File: src/rtl/idprot_pkg.sv
package idprot_pkg;
  // identification read selector, taken from addr[1:0]
  typedef enum logic [1:0] {
    SEL_MAKER = 2'b00,
    SEL_PART  = 2'b01,
    SEL_LOCK  = 2'b10,
    SEL_RSVD  = 2'b11
  } id_sel_e;

  localparam int LARGE_SHIFT = 16;  // log2 of the large block size
  localparam int SUB_SHIFT   = 13;  // log2 of the smallest block size
  localparam int NUM_SMALL   = 3;   // extra blocks carved from the boot end
endpackage

File: src/rtl/idprot_blkdec.sv
module idprot_blkdec #(
  parameter int ADDR_W   = 18,
  parameter bit BOOT_TOP = 1'b1,
  parameter int IDX_W    = 3
) (
  input  logic [ADDR_W-idprot_pkg::SUB_SHIFT-1:0] addr_hi,
  output logic [IDX_W-1:0]                       idx
);
  import idprot_pkg::*;
  localparam int HI_W  = ADDR_W - LARGE_SHIFT;
  localparam int NMAIN = (1 << HI_W) - 1;
  localparam int SUB_W = LARGE_SHIFT - SUB_SHIFT;

  logic [HI_W-1:0]  hi;
  logic [SUB_W-1:0] sub;
  assign hi  = addr_hi[ADDR_W-SUB_SHIFT-1:SUB_W];
  assign sub = addr_hi[SUB_W-1:0];

  generate
    if (BOOT_TOP) begin : g_top
      always_comb begin
        if (hi != {HI_W{1'b1}})       idx = IDX_W'(hi);
        else if (!sub[SUB_W-1])       idx = IDX_W'(NMAIN);
        else if (sub == SUB_W'(4))    idx = IDX_W'(NMAIN + 1);
        else if (sub == SUB_W'(5))    idx = IDX_W'(NMAIN + 2);
        else                          idx = IDX_W'(NMAIN + 3);
      end
    end else begin : g_bot
      always_comb begin
        if (hi != '0)                 idx = IDX_W'(hi) + IDX_W'(NUM_SMALL);
        else if (sub[SUB_W-1])        idx = IDX_W'(3);
        else if (sub == SUB_W'(3))    idx = IDX_W'(2);
        else if (sub == SUB_W'(2))    idx = IDX_W'(1);
        else                          idx = '0;
      end
    end
  endgenerate
endmodule

File: src/rtl/idprot_store.sv
module idprot_store #(
  parameter int NUM_BLK = 7,
  parameter int IDX_W   = 3
) (
  input  logic               clk,
  input  logic               rst,
  input  logic               set_i,
  input  logic               clr_i,
  input  logic [IDX_W-1:0]   idx,
  output logic [NUM_BLK-1:0] prot_q
);
  generate
    for (genvar g = 0; g < NUM_BLK; g++) begin : g_bit
      always_ff @(posedge clk) begin
        if (rst)                                  prot_q[g] <= 1'b0;
        else if (set_i && idx == IDX_W'(g))       prot_q[g] <= 1'b1;
        else if (clr_i && idx == IDX_W'(g))       prot_q[g] <= 1'b0;
      end
    end
  endgenerate


  hold_chk: assert property (@(posedge clk) disable iff (rst)
    (!set_i && !clr_i) |=> $stable(prot_q));

  set_wins_chk: assert property (@(posedge clk) disable iff (rst)
    (set_i && idx < IDX_W'(NUM_BLK)) |=> prot_q[$past(idx)]);
endmodule

File: src/rtl/idprot_idmux.sv
module idprot_idmux #(
  parameter logic [7:0] MAKER = 8'h20,
  parameter logic [7:0] PART  = 8'hB0
) (
  input  logic       id_mode,
  input  logic [1:0] sel,
  input  logic       lock_bit,
  output logic [7:0] data
);
  import idprot_pkg::*;
  always_comb begin
    data = 8'h00;
    if (id_mode) begin
      unique case (id_sel_e'(sel))
        SEL_MAKER: data = MAKER;
        SEL_PART:  data = PART;
        SEL_LOCK:  data = {7'b0, lock_bit};
        SEL_RSVD:  data = 8'h00;
      endcase
    end
  end
endmodule

File: src/rtl/idprot_unit.sv
module idprot_unit #(
  parameter int         ADDR_W       = 18,
  parameter bit         BOOT_TOP     = 1'b1,
  parameter logic [7:0] MAKER_CODE   = 8'h20,
  parameter logic [7:0] PART_TOP     = 8'hB0,
  parameter logic [7:0] PART_BOT     = 8'h34,
  parameter int         NUM_BLK      = (1 << (ADDR_W - 16)) + 3,
  parameter int         IDX_W        = $clog2(NUM_BLK)
) (
  input  logic               clk,
  input  logic               rst,
  input  logic [ADDR_W-1:0]  addr,
  input  logic               id_mode,
  input  logic               prot_set,
  input  logic               prot_clr,
  input  logic               unprot_ovr,
  input  logic               prog_req,
  input  logic               erase_req,
  input  logic [NUM_BLK-1:0] erase_sel,
  output logic [IDX_W-1:0]   blk_idx,
  output logic [7:0]         id_data,
  output logic               prog_ok,
  output logic [NUM_BLK-1:0] erase_mask,
  output logic               erase_none
);
  import idprot_pkg::*;
  localparam logic [7:0] PART_CODE = BOOT_TOP ? PART_TOP : PART_BOT;

  logic [IDX_W-1:0]   idx_c;
  logic [NUM_BLK-1:0] prot_q;
  logic [NUM_BLK-1:0] allow_c;
  logic [NUM_BLK-1:0] mask_c;
  logic [7:0]         id_c;
  logic               lock_c;
  logic               unused_addr_bits;

  assign unused_addr_bits = ^addr[SUB_SHIFT-1:2];

  idprot_blkdec #(.ADDR_W(ADDR_W), .BOOT_TOP(BOOT_TOP), .IDX_W(IDX_W)) u_dec (
    .addr_hi (addr[ADDR_W-1:SUB_SHIFT]),
    .idx     (idx_c)
  );

  idprot_store #(.NUM_BLK(NUM_BLK), .IDX_W(IDX_W)) u_store (
    .clk    (clk),
    .rst    (rst),
    .set_i  (prot_set),
    .clr_i  (prot_clr),
    .idx    (idx_c),
    .prot_q (prot_q)
  );

  assign lock_c = prot_q[idx_c];

  idprot_idmux #(.MAKER(MAKER_CODE), .PART(PART_CODE)) u_mux (
    .id_mode  (id_mode),
    .sel      (addr[1:0]),
    .lock_bit (lock_c),
    .data     (id_c)
  );

  assign allow_c = unprot_ovr ? {NUM_BLK{1'b1}} : ~prot_q;
  assign mask_c  = erase_req ? (erase_sel & allow_c) : '0;

  always_ff @(posedge clk) begin
    if (rst) begin
      blk_idx    <= '0;
      id_data    <= 8'h00;
      prog_ok    <= 1'b0;
      erase_mask <= '0;
      erase_none <= 1'b0;
    end else begin
      blk_idx    <= idx_c;
      id_data    <= id_c;
      prog_ok    <= prog_req & allow_c[idx_c];
      erase_mask <= mask_c;
      erase_none <= erase_req & (mask_c == '0);
    end
  end


  prog_drop_chk: assert property (@(posedge clk) disable iff (rst)
    (prog_req && !unprot_ovr && prot_q[idx_c]) |=> !prog_ok);

  ovr_prog_chk: assert property (@(posedge clk) disable iff (rst)
    (prog_req && unprot_ovr) |=> prog_ok);

  erase_skip_chk: assert property (@(posedge clk) disable iff (rst)
    (erase_req && !unprot_ovr) |=> ((erase_mask & $past(prot_q)) == '0));

  erase_none_chk: assert property (@(posedge clk) disable iff (rst)
    (erase_req && !unprot_ovr && (&prot_q)) |=> erase_none);

  id_idle_chk: assert property (@(posedge clk) disable iff (rst)
    !id_mode |=> (id_data == 8'h00));

  maker_chk: assert property (@(posedge clk) disable iff (rst)
    (id_mode && addr[1:0] == 2'b00) |=> (id_data == MAKER_CODE));
endmodule

File: config.mk
export PLATFORM = sky130hd
export DESIGN_NAME = idprot_unit
export DESIGN_NICKNAME = d
export VERILOG_FILES = /design/src/rtl/idprot_pkg.sv /design/src/rtl/idprot_blkdec.sv /design/src/rtl/idprot_store.sv /design/src/rtl/idprot_idmux.sv /design/src/rtl/idprot_unit.sv
export SDC_FILE = /design/constraint.sdc
export NUM_CORES = 1
export LEC_CHECK = 0
export BUFFER_PORTS_ARGS = -buffer_cell sky130_fd_sc_hd__buf_2
export CAP_MARGIN = 25
export CORE_UTILIZATION = 50
export CTS_CLUSTER_DIAMETER = 150
export CTS_CLUSTER_SIZE = 40
export DETAILED_ROUTE_END_ITERATION = 10
export PLACE_DENSITY_LB_ADDON = 0.08
export SYNTH_ARGS = -nofsm -noshare
export SYNTH_HDL_FRONTEND = slang
export SYNTH_HIERARCHICAL = 1
export SYNTH_SLANG_ARGS = --single-unit
File: constraint.sdc
create_clock -name clk -period 3.4 [get_ports clk]
set_clock_uncertainty 0.05 [all_clocks]
set_input_delay 0.51 -clock clk [delete_from_list [all_inputs] [get_ports clk]]
set_output_delay 0.51 -clock clk [all_outputs]
set_load 0.05 [all_outputs]
# Word-level counts from Yosys, hierarchy flattened
# Cells that the tools add are included.
# Widths: inputs -> output; s select.
[op_classes]
order_cmp = 1
n_eq_ne = 12
muxes = 25
n_bitwise = 5
reduce_logical = 25
[op_table]
columns = ["op", "count"]
rows = [
  ["$pmux 8 s4", 1],
  ["$mux 1", 16],
  ["$eq 3x3->1 const B", 5],
  ["$logic_and 1x1->1", 14],
  ["$mux 7", 2],
  ["$reduce_bool 2->1", 7],
  ["$mux 3", 3],
  ["$and 7x7->7", 1],
  ["$logic_not 7->1", 1],
  ["$not 7->7", 1],
  ["$bmux 1 s3", 2],
  ["$eq 3x2->1 const B", 2],
  ["$eq 2x2->1 const B", 2],
  ["$lt 3x4->1 const B", 1],
  ["$eq 3x1->1 const B", 1],
  ["$logic_not 3->1", 1],
  ["$and 1x1->1", 2],
  ["$eq 2x1->1 const B", 1],
  ["$logic_not 2->1", 1],
  ["$mux 2", 1],
  ["$ne 2x2->1 const B", 1],
  ["$reduce_or 2->1", 1],
  ["$not 1->1", 1],
]
[word_totals]
regBits = 27
in_bits = 33
output_inout_bits = 20
word_cells = 80

# Depth between registers and ports, before layout
[depth]
ltp_word = 9
mapped_depth = 8
depth_no_buf = 8

# Modules after synthesis
# The synthesis kept the hierarchy.
[by_module_without_submodules]
columns = ["module", "instances", "cells_per_inst", "area_per_inst_um2", "seq_area_each_um2"]
rows = [
  ["idprot_unit", 1, 69, 738.2, 400.4],
  ["idprot_store", 1, 39, 386.6, 140.1],
  ["idprot_idmux", 1, 9, 68.8, 0.0],
  ["idprot_blkdec", 1, 6, 36.3, 0.0],
]

# Worst setup path after synthesis
# No wires, ideal clock.
[synth_timing]
path_kind = "input -> register"
start = "in addr[14]"
end = "reg id_data[0]"
setup_ns = 0.129
arrival_time_ns = 2.165
t_required_ns = 3.221
slack_ns = 1.055
path_stages = 7
path_buffers = 0
cell_sequence = "nand2b_1 > a31oi_1 > mux4_2 > mux2i_1 > nand2_1 > and4b_1 > nor2b_1"
[synth_via]
elab_chain_cells = 8
word_cells_on_any_way = 9
classes_between = "eq/ne: 2; mux: 7"
[synth_lines]
columns = ["element", "line", "source"]
rows = [
  ["from (decl)", "idprot_unit.sv:12", "input logic [ADDR_W-1:0] addr,"],
  ["$eq 3x3->1", "idprot_blkdec.sv:25", "else if (sub == SUB_W'(5)) idx = IDX_W'(NMAIN + 2);"],
  ["$mux 2", "idprot_blkdec.sv:25", ""],
  ["$mux 3 *", "idprot_blkdec.sv:24", "else if (sub == SUB_W'(4)) idx = IDX_W'(NMAIN + 1);"],
  ["$mux 3 *", "idprot_blkdec.sv:23", "else if (!sub[SUB_W-1]) idx = IDX_W'(NMAIN);"],
  ["$mux 3 *", "idprot_blkdec.sv:22", "if (hi != {HI_W{1'b1}}) idx = IDX_W'(hi);"],
  ["named net idx_c[0]", "idprot_unit.sv:29", "logic [IDX_W-1:0] idx_c;"],
  ["$bmux 1 s3 *", "idprot_unit.sv:53", "assign lock_c = prot_q[idx_c];"],
  ["$mux 1 (implied by the code) *", "idprot_unit.sv:53", ""],
  ["named net lock_c", "idprot_unit.sv:34", "logic lock_c;"],
  ["$pmux 8 s4 *", "idprot_idmux.sv:14", "unique case (id_sel_e'(sel))"],
  ["to (signal assigned)", "idprot_unit.sv:74", "id_data <= id_c;"],
  ["to (decl)", "idprot_unit.sv:21", "output logic [7:0] id_data,"],
]
# Mark *: on every way through the listed nets, which the timed path passes. The rest lies on a longest branch. The select of a mux whose other input is x is not followed.
# A chain may end at the register's enable or synchronous reset.

# Worst setup path after layout
# Ends and elaborated chain as after synthesis.

==> metrics.yaml <==
grt_pass1_wl_mm: 3.62
max_freq_mhz: 486
dieArea_um2: 2660
synth_top_flop_cell: "dfxtp_1"
pwr_density_cell_nw_per_um2: 399
grt_max_degree: 28
final_cells: 189
drt_iter0_markers: 14
clkSinkCount: 27
p_seq_frac: 0.576
area_delta_synth_final_pct: 18.3
crit_path_max_incr_delay_ns: 0.51
rsz0062_at_grt: "false"
clk_pin_slew_worst_paths_ns: 0.14
synth_area_leaders: "dfxtp_1 (44%), nand2b_1 (7.6%), nor2b_1 (6.1%)"
yosys_warnings: 6
reg2reg_depth: 5
viasPerCell: 5.12
use_met2: 0.301
peakVddDrop_v: 0.000288
timing.rr.start: "u_store/prot_q[2]"
cts_setup_buffers: 0
dp_hpwl_mm: 1.56
drt-pass1-iter-count: 5
synthArstFlopShare: 0
portBuffers: 41
core_um2: 2250
max_cap_viol_count: 0
synth_top_area_frac: 0.439
hold_depth: 2
clk_path_buf_depth: 2
yosysTopAreaCell: "dfxtp_1"
switching_power_uw: 166
hold_end: "erase_none"
worstPathCellList: "buf_2 -> nand2b_1 -> a31oi_1 -> buf_4 -> mux4_2 -> mux2i_1 -> nand2_1 -> and4b_1 -> nor2b_1"
grt_busiest_layer: "met2"
routed_wl_mm: 2.20
drc_errors: 0
setup_tns_ns: 0
drive_above_1_share: 0.317
grt_util_met3: 0.0263
grt.met1_usage: 0.233
placed_cells: 185
mostFrequentLayoutCells: "buf_2 (41), dfxtp_1 (27), nand2b_1 (15), nor2b_1 (12)"
clkPwrFrac: 0.236
hold_buffers: 0
synth_cell_type_count: 39
gr-total-overflow: 0
hold_viol_final: 0
critPathMaxFanout: 19
start_util: 0.546
hp-class: "primary input to flip-flop"
chipHeight_um: 51.6
ys_ff_latch: 27
slew_headroom: 0.630
ios: 53
p_leak_uw: 0.000679
ys_seq_area_frac: 0.439
fin_crit_ns: 2.06
synthCells: 123
hp-start: "erase_req"
htree_num_levels: 1
vias: 968
routedWlPerCell_um: 11.6
numCtsBuffers: 3
fillers: 224
clk_latency_ns: 0.32
grtUsageTotal: 0.187
r2r_end: "id_data[0]"
timing.hold.ws_ns: 0.335
syn-cell-area_um2: 1230
stdcell_area_um2: 1460
setup_viol: 0
comb_power_share: 0.189
cts.repair.resized: 0
rows: 17
antenna_found_initial: 0
arrival_ns: 2.22
cts_root_buf: "clkbuf_4"
cp-start-kind: "primary input"
slew_violations: 0
nNetsFinal: 195
status: "finished clean"
ff2ff_setup_slack_ns: 1.83
final_common_cell: "buf_2"
p_int_uw: 415
gp_congestion: 0.712
n_antenna_cell: 0
syn_area_per_cell_um2: 10.0
worst_slew_pin_slew_ns: 0.555
grt_pass1_vias: 843
postPlaceCellArea_um2: 1430
drtAntennaViolNets: 0
crit_path_end_kind: "flip-flop"
critical_path_class: "primary input to flip-flop"
cts_tree: "yes"
swShare: 0.286
crit_slowest_cell: "mux4_2"
cp.required_ns: 3.56
period_share: 0.605
power.total_uw: 581
fp.dieW_um: 51.6
synth_edf_count: 0
power groups by stage:
stage | sequential (µW) | clock (µW) | combinational (µW)
after detailed placement | 342 | 0 | 110
after global placement | 341 | 0 | 108
after CTS | 335 | 140 | 110
final | 334 | 137 | 110
after floorplan | 375 | 0 | 46.2
after global routing | 336 | 150 | 120
metrics by stage:
stage | utilization | setup slack (ns)
2_1_floorplan | - | 1.06
3_3_place_gp | 0.634 | 1.03
3_5_place_dp | 0.634 | 0.996
4_1_cts | 0.645 | 1.34
5_1_grt | 0.645 | 1.20
6_report | 0.645 | 1.34
metal layers:
layer / wire length (µm) / up-vias
met1: 1090 / 428
li1: - / 510
met5: 0 / -
met3: 91 / 4
met2: 966 / 26
met4: 51 / 0
cell families after synthesis:
family,after synthesis,share of synthesized area
and+or+nand+nor,55,0.334
DFF,27,0.439
AOI/OAI and AO/OA,19,0.119
buffers and inverters,18,0.0702
muxes,3,0.0346
other,1,0.00305
synth_stat cells, drive strengths merged, types with 2 or more instances:
master and number:
o211a 2, clkbuf 5, nor2b 13, and3b 2
and4bb 2, nand2b 15, dfxtp 27, mux2i 2
and4b 4, buf 6, o22ai 7, inv 7
or4bb 2, nor2 2, nand4b 4, and3 4
worst max path at each step:
stage                             to  cells past startpoint  slack, ns     start
after global routing      id_data[0]                      9       1.20  addr[14]
after floorplan           id_data[0]                      7       1.06  addr[14]
final                     id_data[0]                      9       1.34  addr[14]
after global placement    id_data[0]                      9       1.03  addr[14]
after CTS                 id_data[0]                      9       1.34  addr[14]
after detailed placement  id_data[0]                      9        1.0  addr[14]
flip-flops by register name, indices dropped and copies added (netlist names):
signal and count:
erase_mask 7, erase_none 1, blk_idx 3, prog_ok 1, u_store/prot_q 7, id_data 8
worst max-delay path, delay by kind of cell:
family	cells	cell delay [ns]
AOI/OAI and AO/OA	1	0.16
buffers and inverters	2	0.33
muxes	2	0.71
and+or+nand+nor	4	0.51
final cells by class:
class,count,area (µm²),area share
inverters,7,26.3,0.0181
multi-input cells,81,614,0.422
repair buffers,42,213,0.146
well taps,28,35.0,0.0241
clock buffers,4,26.3,0.0181
flip-flops and latches,27,541,0.371
(Power assumes the default switching activity.)
